[src/rtl/tw_regmaster_pkg.sv]
package tw_regmaster_pkg;

    localparam int CSR_AW = 3;
    localparam int CSR_DW = 8;

    localparam logic [CSR_AW-1:0] OFS_CTRL  = 3'd0;
    localparam logic [CSR_AW-1:0] OFS_IEN   = 3'd1;
    localparam logic [CSR_AW-1:0] OFS_STAT  = 3'd2;
    localparam logic [CSR_AW-1:0] OFS_RADDR = 3'd3;
    localparam logic [CSR_AW-1:0] OFS_DATA  = 3'd4;
    localparam logic [CSR_AW-1:0] OFS_LEN   = 3'd5;

    localparam int CTRL_GO  = 0;
    localparam int CTRL_GIE = 1;
    localparam int LEN_RD   = 7;
    localparam int LEN_W    = 4;

    // frame: dir bit, address byte, parity, data byte, parity
    localparam int FRAME_BITS = 19;
    localparam int RX_FIRST   = 10;
    localparam int MAX_SCL_HZ = 6_000_000;

    typedef enum logic [2:0] {
        ST_IDLE,
        ST_START,
        ST_LOW,
        ST_HIGH,
        ST_STP_LOW,
        ST_STP_HIGH
    } line_state_e;

    typedef struct packed {
        logic lwb;
        logic err;
        logic done;
    } flags_t;

    typedef struct packed {
        logic       is_read;
        logic [7:0] addr;
        logic [7:0] wdata;
    } xfer_req_t;

    function automatic logic odd_parity(input logic [7:0] b);
        return ~(^b);
    endfunction

    function automatic int half_period(input int clk_hz, input int scl_hz);
        int h;
        h = clk_hz / (2 * scl_hz);
        return (h < 1) ? 1 : h;
    endfunction

endpackage

[src/rtl/tw_tick_gen.sv]
module tw_tick_gen #(
    parameter int HALF_CYCLES = 250
) (
    input  logic clk,
    input  logic rst,
    input  logic clr,
    output logic tick
);
    localparam int CW = $clog2(HALF_CYCLES + 1);
    localparam logic [CW-1:0] LAST = CW'(HALF_CYCLES - 1);

    logic [CW-1:0] cnt;

    assign tick = (cnt == LAST);

    always_ff @(posedge clk) begin
        if (rst || clr)  cnt <= '0;
        else if (tick)   cnt <= '0;
        else             cnt <= cnt + 1'b1;
    end

    generate
        if (HALF_CYCLES > 1) begin : g_gap
            p_tick_gap_r11: assert property (@(posedge clk) disable iff (rst || clr)
                tick |=> !tick)
                else $error("tick pulses too close");
        end
    endgenerate

endmodule

[src/rtl/tw_line_engine.sv]
module tw_line_engine
    import tw_regmaster_pkg::*;
(
    input  logic       clk,
    input  logic       rst,
    input  logic       launch,
    input  xfer_req_t  req,
    input  logic       tick,
    input  logic       sda_in,
    output logic       busy,
    output logic       scl,
    output logic       sda_out,
    output logic       sda_oe,
    output logic       done,
    output logic [7:0] rx_byte,
    output logic       par_err
);
    localparam int IDXW = $clog2(FRAME_BITS);
    localparam logic [IDXW-1:0] LAST_IDX = IDXW'(FRAME_BITS - 1);
    localparam logic [IDXW-1:0] RX_IDX   = IDXW'(RX_FIRST);

    line_state_e           state;
    logic [FRAME_BITS-1:0] tx;
    logic [IDXW-1:0]       idx;
    logic [8:0]            rx;
    logic                  rd_q;
    logic                  rx_phase;

    always_ff @(posedge clk) begin
        if (rst) begin
            state <= ST_IDLE;
            tx    <= '0;
            idx   <= '0;
            rx    <= '0;
            rd_q  <= 1'b0;
        end else begin
            unique case (state)
                ST_IDLE: if (launch) begin
                    state <= ST_START;
                    tx    <= {req.is_read, req.addr, odd_parity(req.addr),
                              req.wdata, odd_parity(req.wdata)};
                    idx   <= '0;
                    rx    <= '0;
                    rd_q  <= req.is_read;
                end
                ST_START: if (tick) state <= ST_LOW;
                ST_LOW:   if (tick) state <= ST_HIGH;
                ST_HIGH:  if (tick) begin
                    if (rd_q && idx >= RX_IDX) rx <= {rx[7:0], sda_in};
                    if (idx == LAST_IDX) begin
                        state <= ST_STP_LOW;
                    end else begin
                        idx   <= idx + 1'b1;
                        tx    <= tx << 1;
                        state <= ST_LOW;
                    end
                end
                ST_STP_LOW:  if (tick) state <= ST_STP_HIGH;
                ST_STP_HIGH: if (tick) state <= ST_IDLE;
                default:     state <= ST_IDLE;
            endcase
        end
    end

    assign rx_phase = rd_q && (idx >= RX_IDX) && (state == ST_LOW || state == ST_HIGH);

    always_comb begin
        scl     = 1'b1;
        sda_out = 1'b1;
        unique case (state)
            ST_IDLE:     begin scl = 1'b1; sda_out = 1'b1; end
            ST_START:    begin scl = 1'b1; sda_out = 1'b0; end
            ST_LOW:      begin scl = 1'b0; sda_out = rx_phase ? 1'b1 : tx[FRAME_BITS-1]; end
            ST_HIGH:     begin scl = 1'b1; sda_out = rx_phase ? 1'b1 : tx[FRAME_BITS-1]; end
            ST_STP_LOW:  begin scl = 1'b0; sda_out = 1'b0; end
            ST_STP_HIGH: begin scl = 1'b1; sda_out = 1'b0; end
            default:     begin scl = 1'b1; sda_out = 1'b1; end
        endcase
    end

    assign sda_oe  = !rx_phase;
    assign busy    = (state != ST_IDLE);
    assign done    = (state == ST_STP_HIGH) && tick;
    assign rx_byte = rx[8:1];
    assign par_err = rd_q && !(^rx);

    p_launch_start_r2: assert property (@(posedge clk) disable iff (rst)
        launch |=> (scl && !sda_out && sda_oe))
        else $error("no start condition after launch");

    p_sda_steady_high_r3: assert property (@(posedge clk) disable iff (rst)
        (state == ST_HIGH && $past(state) == ST_HIGH) |-> ($stable(sda_out) && $stable(sda_oe)))
        else $error("data moved while clock high");

endmodule

[src/rtl/tw_csr.sv]
module tw_csr
    import tw_regmaster_pkg::*;
(
    input  logic              clk,
    input  logic              rst,
    input  logic              wr_en,
    input  logic [CSR_AW-1:0] addr,
    input  logic [CSR_DW-1:0] wdata,
    output logic [CSR_DW-1:0] rdata,
    input  logic              engine_busy,
    input  logic              eng_done,
    input  logic              par_err,
    input  logic [7:0]        rx_byte,
    output logic              launch,
    output xfer_req_t         req,
    output logic              irq
);
    logic             go_q, gie_q, rd_q;
    flags_t           ien_q, stat_q, stat_set, stat_clr;
    logic [7:0]       raddr_q, data_q;
    logic [LEN_W-1:0] len_q;
    logic             cfg_hit, blocked, open_wr;

    assign cfg_hit = wr_en && (addr == OFS_CTRL || addr == OFS_RADDR ||
                               addr == OFS_DATA || addr == OFS_LEN);
    assign blocked = cfg_hit && go_q;
    assign open_wr = wr_en && !go_q;
    assign launch  = open_wr && (addr == OFS_CTRL) && wdata[CTRL_GO];

    always_comb begin
        stat_set.done = eng_done;
        stat_set.err  = eng_done && rd_q && par_err;
        stat_set.lwb  = blocked;
        stat_clr      = (wr_en && addr == OFS_STAT) ? flags_t'(wdata[2:0]) : flags_t'(3'b000);
    end

    always_ff @(posedge clk) begin
        if (rst) begin
            go_q    <= 1'b0;
            gie_q   <= 1'b0;
            rd_q    <= 1'b0;
            ien_q   <= '0;
            stat_q  <= '0;
            raddr_q <= '0;
            data_q  <= '0;
            len_q   <= LEN_W'(1);
        end else begin
            stat_q <= (stat_q & ~stat_clr) | stat_set;
            if (wr_en && addr == OFS_IEN) ien_q <= flags_t'(wdata[2:0]);
            if (eng_done) begin
                go_q <= 1'b0;
                if (rd_q && !par_err) data_q <= rx_byte;
            end
            if (open_wr) begin
                unique case (addr)
                    OFS_CTRL: begin
                        go_q  <= wdata[CTRL_GO];
                        gie_q <= wdata[CTRL_GIE];
                    end
                    OFS_RADDR: raddr_q <= wdata;
                    OFS_DATA:  data_q  <= wdata;
                    OFS_LEN: begin
                        rd_q  <= wdata[LEN_RD];
                        len_q <= wdata[LEN_W-1:0];
                    end
                    default: ;
                endcase
            end
        end
    end

    always_comb begin
        unique case (addr)
            OFS_CTRL:  rdata = {6'b0, gie_q, go_q};
            OFS_IEN:   rdata = {5'b0, ien_q};
            OFS_STAT:  rdata = {5'b0, stat_q};
            OFS_RADDR: rdata = raddr_q;
            OFS_DATA:  rdata = data_q;
            OFS_LEN:   rdata = {rd_q, {(7-LEN_W){1'b0}}, len_q};
            default:   rdata = '0;
        endcase
    end

    assign req.is_read = rd_q;
    assign req.addr    = raddr_q;
    assign req.wdata   = data_q;
    assign irq         = gie_q && |(stat_q & ien_q);

    p_busy_covers_engine_r5: assert property (@(posedge clk) disable iff (rst)
        engine_busy |-> go_q)
        else $error("engine running with start bit low");

    p_done_flag_r6: assert property (@(posedge clk) disable iff (rst)
        eng_done |=> stat_q.done)
        else $error("complete flag not set");

    p_blocked_raddr_r8: assert property (@(posedge clk) disable iff (rst)
        (wr_en && go_q && addr == OFS_RADDR) |=> ($stable(raddr_q) && stat_q.lwb))
        else $error("write during transfer took effect");

    p_w1c_only_r7: assert property (@(posedge clk) disable iff (rst)
        $fell(stat_q.done) |-> $past(wr_en && addr == OFS_STAT && wdata[0]))
        else $error("complete flag cleared without a write of one");

endmodule

[src/rtl/tw_regmaster.sv]
module tw_regmaster
    import tw_regmaster_pkg::*;
#(
    parameter int CLK_HZ = 50_000_000,
    parameter int SCL_HZ = 100_000
) (
    input  logic       clk,
    input  logic       rst,
    input  logic       csr_wr,
    input  logic [2:0] csr_addr,
    input  logic [7:0] csr_wdata,
    output logic [7:0] csr_rdata,
    output logic       irq,
    output logic       scl,
    output logic       sda_out,
    output logic       sda_oe,
    input  logic       sda_in
);
    localparam int HALF = half_period(CLK_HZ, SCL_HZ);

    logic      launch, tick, busy, done, par_err;
    logic [7:0] rx_byte;
    xfer_req_t req;

    initial begin
        p_scl_limit_r11: assert (SCL_HZ > 0 && SCL_HZ <= MAX_SCL_HZ)
            else $error("serial clock rate out of range");
    end

    tw_csr u_csr (
        .clk         (clk),
        .rst         (rst),
        .wr_en       (csr_wr),
        .addr        (csr_addr),
        .wdata       (csr_wdata),
        .rdata       (csr_rdata),
        .engine_busy (busy),
        .eng_done    (done),
        .par_err     (par_err),
        .rx_byte     (rx_byte),
        .launch      (launch),
        .req         (req),
        .irq         (irq)
    );

    tw_tick_gen #(.HALF_CYCLES(HALF)) u_tick (
        .clk  (clk),
        .rst  (rst),
        .clr  (!busy),
        .tick (tick)
    );

    tw_line_engine u_engine (
        .clk     (clk),
        .rst     (rst),
        .launch  (launch),
        .req     (req),
        .tick    (tick),
        .sda_in  (sda_in),
        .busy    (busy),
        .scl     (scl),
        .sda_out (sda_out),
        .sda_oe  (sda_oe),
        .done    (done),
        .rx_byte (rx_byte),
        .par_err (par_err)
    );

endmodule

[config.mk]
export PLATFORM = sky130hd
export DESIGN_NAME = tw_regmaster
export DESIGN_NICKNAME = d
export VERILOG_FILES = /design/src/rtl/tw_regmaster_pkg.sv /design/src/rtl/tw_tick_gen.sv /design/src/rtl/tw_line_engine.sv /design/src/rtl/tw_csr.sv /design/src/rtl/tw_regmaster.sv
export SDC_FILE = /design/constraint.sdc
export NUM_CORES = 1
export LEC_CHECK = 0
export ABC_AREA = 1
export BUFFER_PORTS_ARGS = -buffer_cell sky130_fd_sc_hd__buf_2
export CORE_ASPECT_RATIO = 0.5
export CORE_MARGIN = 2
export CORE_UTILIZATION = 60
export DETAILED_ROUTE_END_ITERATION = 7
export PLACE_DENSITY = 0.9
export SLEW_MARGIN = 40
export SYNTH_ARGS = -nofsm -noshare
export SYNTH_HDL_FRONTEND = slang
export SYNTH_SLANG_ARGS = --single-unit
[constraint.sdc]
create_clock -name clk -period 1.9 [get_ports clk]
set_input_delay 0.19 -clock clk [delete_from_list [all_inputs] [get_ports clk]]
set_output_delay 0.19 -clock clk [all_outputs]
set_load 0.02 [all_outputs]
==> results.sh, run 1 <==
export IMPL_drt_iter0_drc=341
export IMPL_cts_tree="yes"
export IMPL_core_area_sq_mm=0.00621
export IMPL_critPathMaxFanout=4
export IMPL_overflow=0
export IMPL_vias=3877
export IMPL_syn_avg_cell_area_sq_um=7.09
export IMPL_syn_nets=575
export IMPL_async_flop_share_pct=0
export IMPL_grt_total_usage_pct=27.2
export IMPL_finalSetupTns_ns=0
export IMPL_clock_skew_ns=0.00475
export IMPL_clock_root_buffer="clkbuf_16"
export IMPL_startpoint_type="register"
export IMPL_path_class="register to output port"
export IMPL_hold_ws_ns=0.125
export IMPL_rsz0062_at_grt="no"
export IMPL_ctsHoldBuffers=0
export IMPL_grt_pass1_wl_um=15500
export IMPL_leakage_nw=1.83
export IMPL_rows=20
export IMPL_synth_main_ff_cell="dfxtp_1"
export IMPL_hpwl_um=6370
export IMPL_io_pins=27
export IMPL_post_drt_wl_per_cell_um=14.7
export IMPL_regArea_sq_mm=0.00148
export IMPL_wirelength_um=10100
export IMPL_synth_seq_cells=74
export IMPL_ir_drop_mv=0.711
export IMPL_final_common_cell="nand2_1"
export IMPL_firstDrtPassIters=5
export IMPL_drv_cap=0
export IMPL_insertion_delay_ns=0.34
export IMPL_min_period_ns=1.82
export IMPL_clk_pin_slew_ns=0.06
export IMPL_clock_sinks=74
export IMPL_drcViolationCount=0
export IMPL_drive_gt1_share_pct=19.8
export IMPL_worstPathArrival_ns=1.63
export IMPL_multi_input_area_sq_mm=0.00214
export IMPL_netlist_area_sq_mm=0.00394
export IMPL_htreeDepth=3
export IMPL_syn2layout_area_growth_pct=17.1
export IMPL_end_kind="output port"
export IMPL_synth_enable_flop_cells=0
export IMPL_first_global_vias=3300
export IMPL_powerDensity_mw_per_mm2=1300
export IMPL_slew_viol_final=0
export IMPL_fill_cells=445
export IMPL_hold_viol_final=0
export IMPL_yosysWarnings=0
export IMPL_clock_path_buffers=2
export IMPL_grt_antenna_before_repair=0
export IMPL_worst_slew_pin_slew_ns=0.407
export IMPL_grt_max_degree=37
export IMPL_start_util_pct=63.5
export IMPL_diodes=0
export IMPL_detail_route_antenna_nets=0
export IMPL_port_buffers=26
export IMPL_hold_class="primary input to register"
export IMPL_status="finished clean"
export IMPL_finalCritPeriodShare_pct=95.9
export IMPL_die_w_um=119
export IMPL_final_util_pct=74.3
export IMPL_layout_common_cells="nand2_1 (117), dfxtp_1 (72), nor2_1 (67)"
export IMPL_fmax_mhz=549
export IMPL_dieArea_sq_mm=0.00727
export IMPL_cts_buffers_inserted=9
export IMPL_max_slew_margin_pct=72.9
export IMPL_via_per_inst=5.64
export IMPL_gp_congestion=0.992
export IMPL_setup_violations=0
export IMPL_nets=614
export IMPL_netlist_instances=556
export IMPL_die_height_um=61.3
export IMPL_critical_path_required_ns=1.71
export IMPL_yosysUniqueCellTypes=41
export IMPL_seq_area_frac_synth_pct=37.6
[layout make-up]
class	instances	area share (%)
Multi-Input combinational cell	406	46.5
Sequential cell	74	32.2
Timing Repair Buffer	46	7.68
Clock buffer	9	4.88
Inverter	58	4.86
Tap cell	88	2.39
Clock inverter	7	1.52
[state kept, by name, summed over array words and instances (netlist names), 3 cells and up]
register,cells
u_engine.tx,19
u_engine.rx,9
u_csr.data_q,8
u_csr.raddr_q,8
u_tick.cnt,8
u_engine.idx,5
u_csr.len_q,4
u_csr.ien_q,3
u_csr.stat_q,3
u_engine.state,3
[Yosys cell counts, types with 2 or more instances]
library cell	number	area [sq um]
nand2_1	119	447
dfxtp_1	74	1480
nor2_1	67	251
o21ai_0	58	290
inv_1	49	184
a21oi_1	26	130
nand3_1	26	130
a21oi_2	21	184
o21ai_1	19	95.1
xnor2_1	13	114
clkbuf_1	10	37.5
xor2_1	8	70.1
nor3_1	7	35.0
inv_2	6	22.5
nand2_2	6	37.5
buf_6	5	56.3
ha_1	4	50.1
nor2_2	4	25.0
a22oi_1	3	22.5
nand3_2	3	30.0
nand4_1	3	18.8
nor3_2	3	30.0
buf_2	2	10.0
nand3b_1	2	15.0
nor2_4	2	22.5
[logic make-up (layout without fill, tap and decap cells)]
logic type	count (synthesis)	count (layout)	share of synthesized area (%)
XOR/XNOR	21	21	4.67
AND/OR/NAND/NOR	246	247	27.5
flip-flops	74	74	37.6
buffers and inverters	77	120	8.89
AO/OA/AOI/OAI	134	134	20.0
adder cells (fa/ha/maj)	4	4	1.27
[final timing paths]
check | startpoint | to | slack (ns) | cells after the start
worst max-delay path | u_engine.idx[0]$_SDFFE_PP0P_ | sda_out | 0.08 | 9
worst min-delay path | sda_in | u_engine.rx[0]$_SDFFE_PP0P_ | 0.12 | 3
worst max register to register | u_engine.state[0]$_SDFFE_PP0P_ | u_engine.tx[17]$_SDFFE_PP0P_ | 0.11 | 9
worst min register to register | u_engine.tx[11]$_SDFFE_PP0P_ | u_engine.tx[11]$_SDFFE_PP0P_ | 0.46 | 2
[metal layers]
layer  vias up  global-route usage [%]  share of wire (%)
met2       160                    45.4                 45
met5         -                       0                  0
met1      1804                    34.5                 46
met4         0                    10.0                1.8
met3        23                    8.33                7.1
li1       1890                       -                  -
[power breakdown]
part | leakage [nW] | internal (mW) | switching, mW
clock | 0.133 | 1.01 | 0.680
sequential | 0.602 | 1.82 | 0.228
combinational | 1.09 | 0.907 | 1.37
[metrics by stage]
step | instance area [sq um] | std cells | worst slack, ns | total power, mW
after global routing | 4610 | 688 | 0.0101 | 6.33
after global placement | 4150 | 661 | 0.167 | 3.81
final | 4610 | 688 | 0.0785 | 6.01
after floorplan | 3940 | 556 | 0.290 | 3.53
after CTS | 4450 | 677 | 0.0114 | 5.56
after detailed placement | 4150 | 661 | 0.0976 | 3.88
[what timing repair did]
item	CTS	global route
setup endpoints to repair	1	25
gates cloned	0	2
resized for setup	2	11
setup buffers	0	9
pin swaps	0	7
[worst max-delay path, stage by stage, from the launching register on]
cell	delay, ns
dfxtp_2	0.36
inv_2	0.06
ha_4	0.15
o21ai_1	0.13
nand3b_1	0.12
nand2_1	0.10
inv_2	0.05
o21ai_1	0.13
nand2_1	0.07
buf_6	0.13
Note: power is estimated with default switching activity, not from simulation.
==> run 2, diff against run 1 <==
==> constraint.sdc (replaced) <==
create_clock -name clk -period 1.9 [get_ports clk]
set_input_delay 0.285 -clock clk [delete_from_list [all_inputs] [get_ports clk]]
set_output_delay 0.285 -clock clk [all_outputs]
set_load 0.02 [all_outputs]
==> results.sh, run 2 (synthesis results as in run 1) <==
export IMPL_io_pins=27
export IMPL_max_slew_margin_pct=63.9
export IMPL_grt_antenna_before_repair=0
export IMPL_syn2layout_area_growth_pct=19.8
export IMPL_grt_max_degree=37
export IMPL_die_height_um=61.3
export IMPL_largest_register="u_engine.tx"
export IMPL_post_drt_wl_per_cell_um=15.8
export IMPL_clk_pin_slew_ns=0.06
export IMPL_r2r_slack_ns=0.05
export IMPL_clock_skew_ns=0.00736
export IMPL_p_int_mw=3.99
export IMPL_start_util_pct=63.5
export IMPL_drive_gt1_share_pct=21.8
export IMPL_cts_buffers_inserted=9
export IMPL_p_comb_share_pct=36.6
export IMPL_overflow=0
export IMPL_clock_sinks=74
export IMPL_finalCritPeriodShare_pct=101
export IMPL_worstPathArrival_ns=1.63
export IMPL_nets=624
export IMPL_placed_area_sq_mm=0.00417
export IMPL_p_clk_share_pct=30.9
export IMPL_gp_congestion=1.00
export IMPL_largest_reg_flops=19
export IMPL_status="finished with violations"
export IMPL_drv_cap=0
export IMPL_critPathMaxFanout=5
export IMPL_insertion_delay_ns=0.34
export IMPL_slew_viol_final=0
export IMPL_hold_class="primary input to register"
export IMPL_grt_total_usage_pct=29.4
export IMPL_end_kind="output port"
export IMPL_clock_root_buffer="clkbuf_16"
export IMPL_core_area_sq_mm=0.00621
export IMPL_p_sw_share_pct=37.1
export IMPL_hpwl_um=6590
export IMPL_die_w_um=119
export IMPL_setup_ws_ns=-0.0175
export IMPL_clock_path_buffers=2
export IMPL_vias=4102
export IMPL_htreeDepth=3
export IMPL_design_area_sq_mm=0.00472
export IMPL_ir_drop_mv=0.668
export IMPL_power_frac_seq_pct=32.5
export IMPL_layout_common_cells="nand2_1 (118), dfxtp_1 (70), nor2_1 (67)"
export IMPL_dieArea_sq_mm=0.00727
export IMPL_worst_slew_pin_slew_ns=0.540
export IMPL_diodes=0
export IMPL_grt_pass1_wl_um=16700
export IMPL_port_buffers=26
export IMPL_first_global_vias=3537
export IMPL_setup_violations=1
export IMPL_critical_path_required_ns=1.62
export IMPL_leakage_nw=1.90
export IMPL_wirelength_um=11100
export IMPL_path_class="register to output port"
export IMPL_via_per_inst=5.88
export IMPL_rsz0062_at_grt="yes"
export IMPL_drcViolationCount=0
export IMPL_hold_ws_ns=0.223
export IMPL_power_switching_mw=2.35
export IMPL_fmax_mhz=522
export IMPL_hold_viol_final=0
export IMPL_powerDensity_mw_per_mm2=1340
export IMPL_firstDrtPassIters=6
export IMPL_cts_tree="yes"
export IMPL_violations="setup timing"
export IMPL_p_total_mw=6.34
export IMPL_startpoint_type="register"
export IMPL_final_common_cell="nand2_1"
export IMPL_min_period_ns=1.92
export IMPL_rows=20
export IMPL_drt_iter0_drc=449
export IMPL_detail_route_antenna_nets=0
export IMPL_reg_largest_list="u_engine.tx x19, u_engine.rx x9"
[run 2: cell types whose count changed in the layout (fill, tap and decap cells not counted), sizes merged]
| cell | delta |
|---|---|
| nand2 | -1 |
| clkinv | -1 |
| buf | +10 |
| clkinvlp | -1 |
| bufinv | +2 |
| nor2 | +1 |
[run 2: critical path, cell delays in order, from the launching register on]
cell	delay [ns]
dfxtp_4	0.37
ha_4	0.17
o21ai_2	0.10
nand3b_1	0.14
nand2_1	0.11
inv_2	0.05
buf_4	0.13
nand2_1	0.08
buf_4	0.15
[run 2: cell type report]
cell class | count | area (sq um)
fill | 433 | 1480
tap | 88 | 110
clock buffer | 9 | 225
timing repair buffer | 56 | 398
sequential | 74 | 1490
inverter | 58 | 226
multi-input combinational | 406 | 2160
clock inverter | 7 | 118
[run 2: worst paths after layout]
| kind | start | endpoint | depth (start not counted) |
|---|---|---|---|
| setup reg to reg | u_tick.cnt[1]$_SDFF_PP0_ | u_engine.tx[15]$_SDFFE_PP0P_ | 11 |
| setup / recovery | u_engine.idx[1]$_SDFFE_PP0P_ | sda_oe | 8 |
| hold reg to reg | u_engine.tx[10]$_SDFFE_PP0P_ | u_engine.tx[10]$_SDFFE_PP0P_ | 2 |
| hold / removal | csr_wdata[6] | u_csr.raddr_q[6]$_SDFFE_PP0P_ | 3 |
[run 2: metal layers]
metal	vias up	part of all wire (%)	wire length [um]	GRT usage [%]
li1	1920	-	-	-
met1	1882	42	4670	37.6
met2	246	45	4990	47.8
met3	54	8.8	972	8.80
met4	0	3.8	416	12.4
met5	-	0	0	0
[run 2: power groups by stage]
stage / Sequential, mW / Combinational (mW) / Clock (mW)
finish: 2.06 / 2.32 / 1.96
CTS: 2.03 / 1.91 / 1.95
floorplan: 1.99 / 1.54 / 0
global placement: 2.04 / 1.76 / 0
global route: 2.09 / 2.49 / 2.02
detailed placement: 2.04 / 1.82 / 0
[run 2: what timing repair did]
item | 4_1_cts | 5_1_grt
setup buffers | 2 | 13
hold buffers | 0 | 0
resized for setup | 10 | 13
endpoints found under the setup margin | 1 | 33
pin swaps | 4 | 9
cloned | 0 | 2
[run 2: metrics by stage]
| stage | cells | TNS [ns] | worst slack, ns | util, % |
|---|---|---|---|---|
| 2_1_floorplan | 556 | 0 | 0.290 | - |
| 3_5_place_dp | 665 | 0 | 0.0410 | 67.2 |
| 5_1_grt | 698 | -0.139 | -0.0492 | 76.1 |
| 3_3_place_gp | 665 | 0 | 0.167 | 67.2 |
| 6_report | 698 | -0.0175 | -0.0175 | 76.1 |
| 4_1_cts | 683 | 0 | 0.00136 | 73.3 |
